==> src/rtl/rsn_pkg.sv <==
package rsn_pkg;
    localparam int RSN_DATA_W  = 32;
    localparam int RSN_BYTE_W  = 8;
    localparam int RSN_HALF_W  = 16;
    localparam int RSN_SHAMT_W = 5;

    typedef enum logic [1:0] {
        OP_BYTE_SRA  = 2'd0,
        OP_HALF_SRL  = 2'd1,
        OP_NARROW    = 2'd2,
        OP_Q31_MUL   = 2'd3
    } rsn_op_e;

    typedef enum logic {
        ST_IDLE = 1'b0,
        ST_DONE = 1'b1
    } rsn_state_e;
endpackage

==> src/rtl/rsn_round_shift.sv <==
module rsn_round_shift #(
    parameter int W    = 8,
    parameter int SH_W = 3
) (
    input  logic [W-1:0]    din,
    input  logic [SH_W-1:0] sh,
    input  logic            rnd,
    output logic [W-1:0]    dout
);
    logic [W-1:0] shifted;
    logic [W-1:0] probe;
    logic         rbit;

    always_comb begin
        shifted = W'($signed(din) >>> sh);
        probe   = din >> (sh - SH_W'(1));
        rbit    = rnd && (sh != '0) && probe[0];
        // increment wraps inside the lane, no saturation
        dout    = shifted + W'(rbit);
    end
endmodule

==> src/rtl/rsn_logic_shift.sv <==
module rsn_logic_shift #(
    parameter int W    = 16,
    parameter int SH_W = 4
) (
    input  logic [W-1:0]    din,
    input  logic [SH_W-1:0] sh,
    output logic [W-1:0]    dout
);
    always_comb dout = din >> sh;
endmodule

==> src/rtl/rsn_q31_mul.sv <==
module rsn_q31_mul #(
    parameter int W = 32
) (
    input  logic [W-1:0] a,
    input  logic [W-1:0] b,
    input  logic         rnd,
    output logic [W-1:0] prod_hi,
    output logic         sat
);
    localparam int PW = 2 * W;
    localparam logic [W-1:0] MIN_NEG = {1'b1, {(W-1){1'b0}}};
    localparam logic [W-1:0] MAX_POS = {1'b0, {(W-1){1'b1}}};

    logic signed [PW-1:0] ea, eb, full, dbl, acc;
    logic        [PW-1:0] half_lsb;

    always_comb begin
        ea       = {{W{a[W-1]}}, a};
        eb       = {{W{b[W-1]}}, b};
        full     = ea * eb;
        dbl      = full <<< 1;
        half_lsb = PW'(rnd) << (W - 1);
        acc      = dbl + $signed(half_lsb);
        sat      = (a == MIN_NEG) && (b == MIN_NEG);
        prod_hi  = sat ? MAX_POS : acc[PW-1:W];
    end
endmodule

==> src/rtl/rsn_shift_unit.sv <==
module rsn_shift_unit
    import rsn_pkg::*;
#(
    parameter int DATA_W  = RSN_DATA_W,
    parameter int BYTE_W  = RSN_BYTE_W,
    parameter int HALF_W  = RSN_HALF_W,
    parameter int SHAMT_W = RSN_SHAMT_W
) (
    input  logic              clk,
    input  logic              rst_n,
    input  logic              in_valid,
    input  logic [1:0]        op,
    input  logic              round_en,
    input  logic [SHAMT_W-1:0] shamt,
    input  logic [DATA_W-1:0] src_a,
    input  logic [DATA_W-1:0] src_b,
    output logic              out_valid,
    output logic [DATA_W-1:0] result,
    output logic              sat_flag
);
    localparam int BYTE_LANES = DATA_W / BYTE_W;
    localparam int HALF_LANES = DATA_W / HALF_W;
    localparam int BSH_W      = $clog2(BYTE_W);
    localparam int HSH_W      = $clog2(HALF_W);
    localparam int WSH_W      = $clog2(DATA_W);

    logic [DATA_W-1:0] byte_res, half_res, narrow_res, mul_res;
    logic [DATA_W-1:0] word_a_sh, word_b_sh;
    logic              mul_sat;

    // byte lanes: arithmetic shift with rounding
    genvar gi;
    generate
        for (gi = 0; gi < BYTE_LANES; gi++) begin : g_byte
            rsn_round_shift #(.W(BYTE_W), .SH_W(BSH_W)) u_bsh (
                .din  (src_a[gi*BYTE_W +: BYTE_W]),
                .sh   (shamt[BSH_W-1:0]),
                .rnd  (round_en),
                .dout (byte_res[gi*BYTE_W +: BYTE_W])
            );
        end
        for (gi = 0; gi < HALF_LANES; gi++) begin : g_half
            rsn_logic_shift #(.W(HALF_W), .SH_W(HSH_W)) u_hsh (
                .din  (src_a[gi*HALF_W +: HALF_W]),
                .sh   (shamt[HSH_W-1:0]),
                .dout (half_res[gi*HALF_W +: HALF_W])
            );
        end
    endgenerate

    rsn_round_shift #(.W(DATA_W), .SH_W(WSH_W)) u_word_a (
        .din (src_a), .sh (shamt[WSH_W-1:0]), .rnd (round_en), .dout (word_a_sh)
    );
    rsn_round_shift #(.W(DATA_W), .SH_W(WSH_W)) u_word_b (
        .din (src_b), .sh (shamt[WSH_W-1:0]), .rnd (round_en), .dout (word_b_sh)
    );

    always_comb narrow_res = {word_a_sh[DATA_W/2-1:0], word_b_sh[DATA_W/2-1:0]};

    rsn_q31_mul #(.W(DATA_W)) u_mul (
        .a (src_a), .b (src_b), .rnd (round_en), .prod_hi (mul_res), .sat (mul_sat)
    );

    // result select
    logic [DATA_W-1:0] nxt_res;
    logic              nxt_sat;

    always_comb begin
        nxt_res = '0;
        nxt_sat = 1'b0;
        unique case (rsn_op_e'(op))
            OP_BYTE_SRA: nxt_res = byte_res;
            OP_HALF_SRL: nxt_res = half_res;
            OP_NARROW:   nxt_res = narrow_res;
            OP_Q31_MUL: begin
                nxt_res = mul_res;
                nxt_sat = mul_sat;
            end
            default: nxt_res = '0;
        endcase
    end

    // controller: state register
    rsn_state_e state, state_nxt;

    always_comb begin
        state_nxt = ST_IDLE;
        unique case (state)
            ST_IDLE: state_nxt = in_valid ? ST_DONE : ST_IDLE; // GO_DONE / STAY_IDLE
            ST_DONE: state_nxt = in_valid ? ST_DONE : ST_IDLE; // STAY_DONE / BACK_IDLE
            default: state_nxt = ST_IDLE;
        endcase
    end

    always_ff @(posedge clk) begin
        if (!rst_n) state <= ST_IDLE;
        else        state <= state_nxt;
    end

    // outputs
    always_ff @(posedge clk) begin
        if (!rst_n) begin
            result   <= '0;
            sat_flag <= 1'b0;
        end else if (in_valid) begin
            result   <= nxt_res;
            sat_flag <= nxt_sat;
        end
    end

    always_comb out_valid = (state == ST_DONE);

    // assertions
    p_latency_r8: assert property (@(posedge clk) disable iff (!rst_n)
        in_valid |=> out_valid);
    p_no_spurious_r8: assert property (@(posedge clk) disable iff (!rst_n)
        !in_valid |=> !out_valid);
    p_hold_r9: assert property (@(posedge clk) disable iff (!rst_n)
        !in_valid |=> ($stable(result) && $stable(sat_flag)));
    p_zero_shift_r3: assert property (@(posedge clk) disable iff (!rst_n)
        (in_valid && op == 2'd0 && shamt[BSH_W-1:0] == '0) |=> (result == $past(src_a)));
    p_mul_sat_r6: assert property (@(posedge clk) disable iff (!rst_n)
        (in_valid && op == 2'd3 && src_a == {1'b1, {(DATA_W-1){1'b0}}}
                  && src_b == {1'b1, {(DATA_W-1){1'b0}}})
        |=> (sat_flag && result == {1'b0, {(DATA_W-1){1'b1}}}));
    p_flag_only_mul_r7: assert property (@(posedge clk) disable iff (!rst_n)
        (in_valid && op != 2'd3) |=> !sat_flag);
endmodule

==> config.mk <==
export PLATFORM = sky130hd
export DESIGN_NAME = rsn_shift_unit
export DESIGN_NICKNAME = d
export VERILOG_FILES = /design/src/rtl/rsn_pkg.sv /design/src/rtl/rsn_round_shift.sv /design/src/rtl/rsn_logic_shift.sv /design/src/rtl/rsn_q31_mul.sv /design/src/rtl/rsn_shift_unit.sv
export SDC_FILE = /design/constraint.sdc
export NUM_CORES = 2
export LEC_CHECK = 0
export BUFFER_PORTS_ARGS = -buffer_cell sky130_fd_sc_hd__buf_2
export CAP_MARGIN = 5
export CORE_MARGIN = 2
export CORE_UTILIZATION = 40
export DETAILED_ROUTE_END_ITERATION = 12
export PLACE_DENSITY_LB_ADDON = 0.3
export SYNTH_ARGS = -nofsm -noshare
export SYNTH_HDL_FRONTEND = slang
export SYNTH_SLANG_ARGS = --single-unit
==> constraint.sdc <==
create_clock -name clk -period 11.15 [get_ports clk]
set_input_delay 2.7875 -clock clk [delete_from_list [all_inputs] [get_ports clk]]
set_output_delay 2.7875 -clock clk [all_outputs]
set_load 0.1 [all_outputs]
# Word-level counts from Yosys, hierarchy flattened
# Index checks and enable logic that the tools add are counted.
totals:
  register_bits: 34
  in_bits: 75
  output_inout_bits: 34
  wordCells: 48
classes:
  addsub: 9
  n_mul: 1
  eq_ne: 5
  shifts: 14
  n_mux: 4
  reduce_logical: 12
op_table:
  columns: ["op", "n"]
  rows:
  - ["$pmux 32 s4", 1]
  - ["$add 64x33->64", 1]
  - ["$eq 32x32->1 const B", 2]
  - ["$shr 32x5->1", 2]
  - ["$sshr 32x5->16", 2]
  - ["$mul 32x32->63", 1]
  - ["$add 16x1->16", 2]
  - ["$add 8x1->8", 4]
  - ["$mux 32", 1]
  - ["$shr 16x4->16", 2]
  - ["$shr 8x3->1", 4]
  - ["$sshr 8x3->8", 4]
  - ["$logic_and 1x1->1", 9]
  - ["$reduce_bool 5->1", 1]
  - ["$sub 5x1->5 const B", 1]
  - ["$eq 2x2->1 const B", 2]
  - ["$reduce_bool 3->1", 1]
  - ["$sub 3x1->3 const B", 1]
  - ["$eq 2x1->1 const B", 1]
  - ["$logic_not 2->1", 1]
  - ["$mux 1", 2]

# Longest topological paths before layout
logic_depth:
  word_depth: 5
  ltp_mapped: 35
  mapped_depth_nobuf: 32

# By module
# A second synthesis with hierarchy kept.
hier_totals:
  cells_unflattened: 5403
  hier_area_um2: 49816.5
by_module_without_submodules:
  columns: ["mod", "instances", "cells_per_inst", "area_per_inst_um2", "seq_area_each_um2"]
  rows:
  - ["rsn_q31_mul", 1, 3992, 36921.7, 0.0]
  - ["rsn_round_shift (u_word_a ...)", 2, 371, 3315.7, 0.0]
  - ["rsn_round_shift (g_byte[0].u_bsh ...)", 4, 77, 683.2, 0.0]
  - ["rsn_shift_unit", 1, 189, 2064.5, 680.7]
  - ["rsn_logic_shift", 2, 86, 733.2, 0.0]

# Least setup slack after synthesis
# OpenSTA, ideal clock, no wires.
synth_path:
  path_kind: "input to register"
  startpoint: "input port src_a[31]"
  endpoint: "register result[31]"
  setup_time_ns: 0.073
  arrival_ns: 11.965
  required_ns: 11.077
  path_slack_ns: -0.889
  cell_stages: 29
  n_path_buf: 4
  cell_sequence: "clkbuf_1 clkbuf_1 buf_1 nand2_1 inv_1 fa_1 fa_1 fa_1 inv_1 fa_1 inv_1 fa_1 fa_1 fa_1 fa_1 ha_1 clkbuf_1 nand2_1 o21ai_0 a21oi_1 nor2_1 mux2i_1 o211ai_1 a2111o_1 or4_1 nand3b_1 or4_4 a41o_1 o211ai_2"
synth_via:
  elab_chain_len: 4
  word_cells_on_any_way: 15
  cone_classes: "add/sub: 3; mul: 1; eq/ne: 1; shift: 5; mux: 2; reduce/logical: 3"
synth_lines:
  columns: ["item", "line", "source"]
  rows:
  - ["start: declaration", "rsn_shift_unit.sv:15", "input logic [DATA_W-1:0] src_a,"]
  - ["$mul 32x32->63, or another cell as far along", "rsn_q31_mul.sv:20", "full = ea * eb;"]
  - ["$add 64x33->64, or another cell as far along", "rsn_q31_mul.sv:23", "acc = dbl + $signed(half_lsb);"]
  - ["$mux 32, or another cell as far along", "rsn_q31_mul.sv:25", "prod_hi = sat ? MAX_POS : acc[PW-1:W];"]
  - ["$pmux 32 s4 *", "rsn_shift_unit.sv:71", "unique case (rsn_op_e'(op))"]
  - ["end signal: assignment", "rsn_shift_unit.sv:106", "result <= nxt_res;"]
  - ["end: declaration", "rsn_shift_unit.sv:18", "output logic [DATA_W-1:0] result,"]
# Every way passes the cells marked *; elsewhere a longest branch is shown, timed or not.
# A chain may end at the register's enable or synchronous reset.

# Worst setup path after layout
layout_path:
  startpoint: "input port src_b[29]"
  endpoint: "register result[31]"
layout_via:
  elab_chain_len: 4
  word_cells_on_any_way: 6
  cone_classes: "add/sub: 1; mul: 1; eq/ne: 1; mux: 2; reduce/logical: 1"
layout_lines:
  columns: ["item", "line", "source"]
  rows:
  - ["start: declaration", "rsn_shift_unit.sv:16", "input logic [DATA_W-1:0] src_b,"]
  - ["$mul 32x32->63 or $eq 32x32->1 (tied branches)", "rsn_q31_mul.sv:20, rsn_q31_mul.sv:24", null]
  - ["$add 64x33->64 or $logic_and 1x1->1 (tied branches)", "rsn_q31_mul.sv:23, rsn_q31_mul.sv:24", null]
  - ["$mux 32 *", "rsn_q31_mul.sv:25", null]
  - ["$pmux 32 s4 *", "rsn_shift_unit.sv:71", null]
# Marks and branches as above.

==> impl_metrics.tcl <==
set metrics [dict create \
    routed_via_density 5.49 \
    area_growth_pct 18.6 \
    htreeDepth 2 \
    synth_async_sr_flop_share_pct 0 \
    crit_required_ns 11.37 \
    seq_area_um2 681 \
    core_area_um2 111000 \
    cts_sinks 34 \
    fin_crit_sh_pct 99.9 \
    critical_path_buf_inv_count 4 \
    crit_path_top_delay_cell "fa_1" \
    grt_max_degree 55 \
    cap_violations 0 \
    cts_inserted_buffers 5 \
    hold_path_class "flop to flop" \
    crit_arrival_ns 11.36 \
    cp_common_cell "fa_1" \
    firstDrtPassIters 5 \
    clkLatencyLatePin_ns 0.29 \
    grt-ovfl-total 0 \
    die_w_um 339 \
    fin_worst_skew_ns 0 \
    first_global_vias 39400 \
    critPathMaxStageDelay_ns 0.58 \
    relSlewSlack_pct 21.0 \
    io_buffers 108 \
    synth_area_per_cell_um2 8.97 \
    ys_seq_elements 34 \
    antenna_found_initial 8 \
    path_delay_family "adder cells" \
    layout_common_cells "fa_1 (1032), inv_1 (917), nand2_1 (675), buf_4 (569), and2_1 (510)" \
    rsz0062_at_grt "yes" \
    gp_congestion 0.959 \
    synth.net_count 6342 \
    synth-edff-count 0 \
    setup_viol 0 \
    hpwlAfterDp_mm 127 \
    timing.fmax_mhz 89.8 \
    outcome "completed" \
    fin_tns_setup_ns 0 \
    io_pins 109 \
    drc 0 \
    worst_setup_path_end_kind "flop" \
    fillers 10600 \
    synth.top_cell.area_share_pct 47.8 \
    root_buffer "clkbuf_16" \
    min_period_ns 11.14 \
    yosys_warnings 0 \
    layout_commonest_cell "fa_1" \
    num_rows 122 \
    wl_per_cell_um 22.6 \
    final_hold_viol_count 0 \
    setup.worst_path.class "input pin to flop" \
    synthTopCellsByArea "fa_1 (48%), inv_1 (7.8%), and2_1 (7.3%)" \
    holdBufCountCts 0 \
    clk_pin_slew_worst_paths_ns 0.06 \
    drtIter0Drc 3646 \
    worstMarginPinSlew_ns 1.17 \
    synth_cells 5002 \
    mappedNetlistArea_um2 44900 \
    synth_cell_type_count 95 \
    initial_core_util_pct 40.4 \
    die_y_um 339 \
    drive_gt1_share_pct 21.2 \
    cp_max_fo 8 \
    finalWirelength_mm 156 \
    finalMaxSlewViolations 0 \
    die-area_um2 115000 \
    cts_tree "yes" \
    synthFlopType "dfxtp_1" \
    routed-via-count 37800 \
    cp-start-kind "input pin" \
    yosysTopAreaCell "fa_1" \
    multi_input_area_um2 40500 \
    num-nets-final 6731 \
    ant_nets 0 \
    yosysSeqAreaShare_pct 1.52 \
    gr-usage-all-layers_pct 26.7 \
    grt_pass1_wl_mm 237 \
    clockBufferDepth 2 \
]
-- sequential cells by signal, indices dropped and copies added, names as in the netlist --
| name | flops |
|---|---|
| out_valid | 1 |
| result | 32 |
| sat_flag | 1 |
-- path summary, 6_finish.rpt --
check                                              from                       to  slack (ns)  depth (start not counted)
worst max-delay path                          src_b[29]  result[31]$_SDFFE_PN0P_        0.01                         26
worst min-delay path              sat_flag$_SDFFE_PN0P_    sat_flag$_SDFFE_PN0P_        0.46                          2
worst max register to register  result[31]$_SDFFE_PN0P_  result[31]$_SDFFE_PN0P_        9.82                          4
worst min register to register    sat_flag$_SDFFE_PN0P_    sat_flag$_SDFFE_PN0P_        0.46                          2
-- per-layer routing --
layer	global-route usage (%)	vias to the layer above	share of wire, %
li1	-	16200	-
met2	44.0	1602	48
met3	3.01	333	7.3
met1	36.4	19600	40
met5	0	-	0
met4	9.44	0	4.6
-- cell usage after synthesis (14+ instances only) --
cell and number:
a211oi_1 21, a21oi_1 126, a31oi_1 27, and2_1 522, and3_1 17, buf_1 22
buf_2 20, clkbuf_1 313, dfxtp_1 34, fa_1 1072, ha_1 193, inv_1 937
mux2_2 20, mux2i_1 44, mux4_2 107, nand2_1 679, nand2b_1 25, nand3_1 40
nand4_1 31, nor2_1 164, nor3_1 42, nor4_1 38, o211ai_1 18, o21a_1 14
o21ai_0 116, o21ai_1 16, o221ai_1 14, o31ai_1 20, xnor2_1 63, xor2_1 39
-- per-stage QoR --
step                hold WS [ns]  setup WS, ns  utilization [%]  area [um^2]  std cells
finish                     0.459        0.0114             47.9        53200       6886
global placement           0.443        -0.572             45.6        50600       6795
global route               0.493        -0.223             47.9        53200       6883
CTS                        0.462       -0.0732             46.3        51400       6823
detailed placement         0.454        -0.605             45.6        50600       6795
floorplan                  0.870        -0.237                -        45200       5002
-- layout make-up --
type / instances / area share, %
clock buffer: 6 / 0.261
multi-input combinational: 3666 / 76.1
inverter: 942 / 6.66
timing repair buffer: 742 / 12.1
antenna: 6 / 0.0282
tap: 1488 / 3.50
clock inverter: 2 / 0.113
sequential: 34 / 1.28
-- cell families after synthesis --
family / after synthesis / synth area share (%)
AND/OR/NAND/NOR: 1643 / 18.3
XOR/XNOR: 102 / 1.99
adder cells (fa/ha/maj): 1265 / 53.2
AO/OA/AOI/OAI: 483 / 7.03
flip-flops: 34 / 1.52
multiplexers: 173 / 6.97
buffers and inverters: 1302 / 11.0
-- timing repair --
item                                    CTS  global route
cloned                                    0            13
buffers inserted                         20            50
endpoints found under the setup margin   24            26
gates resized for setup                  92           303
pin swaps                                27           195
-- worst register-to-register path, cell delays in order, from the launching register on --
cell,delay (ns)
dfxtp_1,0.43
o21ai_0,0.17
or3_1,0.39
a41o_1,0.22
o211ai_2,0.05
Power is not shown: default switching activity piles up to over one toggle a cycle in this logic, so the estimate is an artifact.
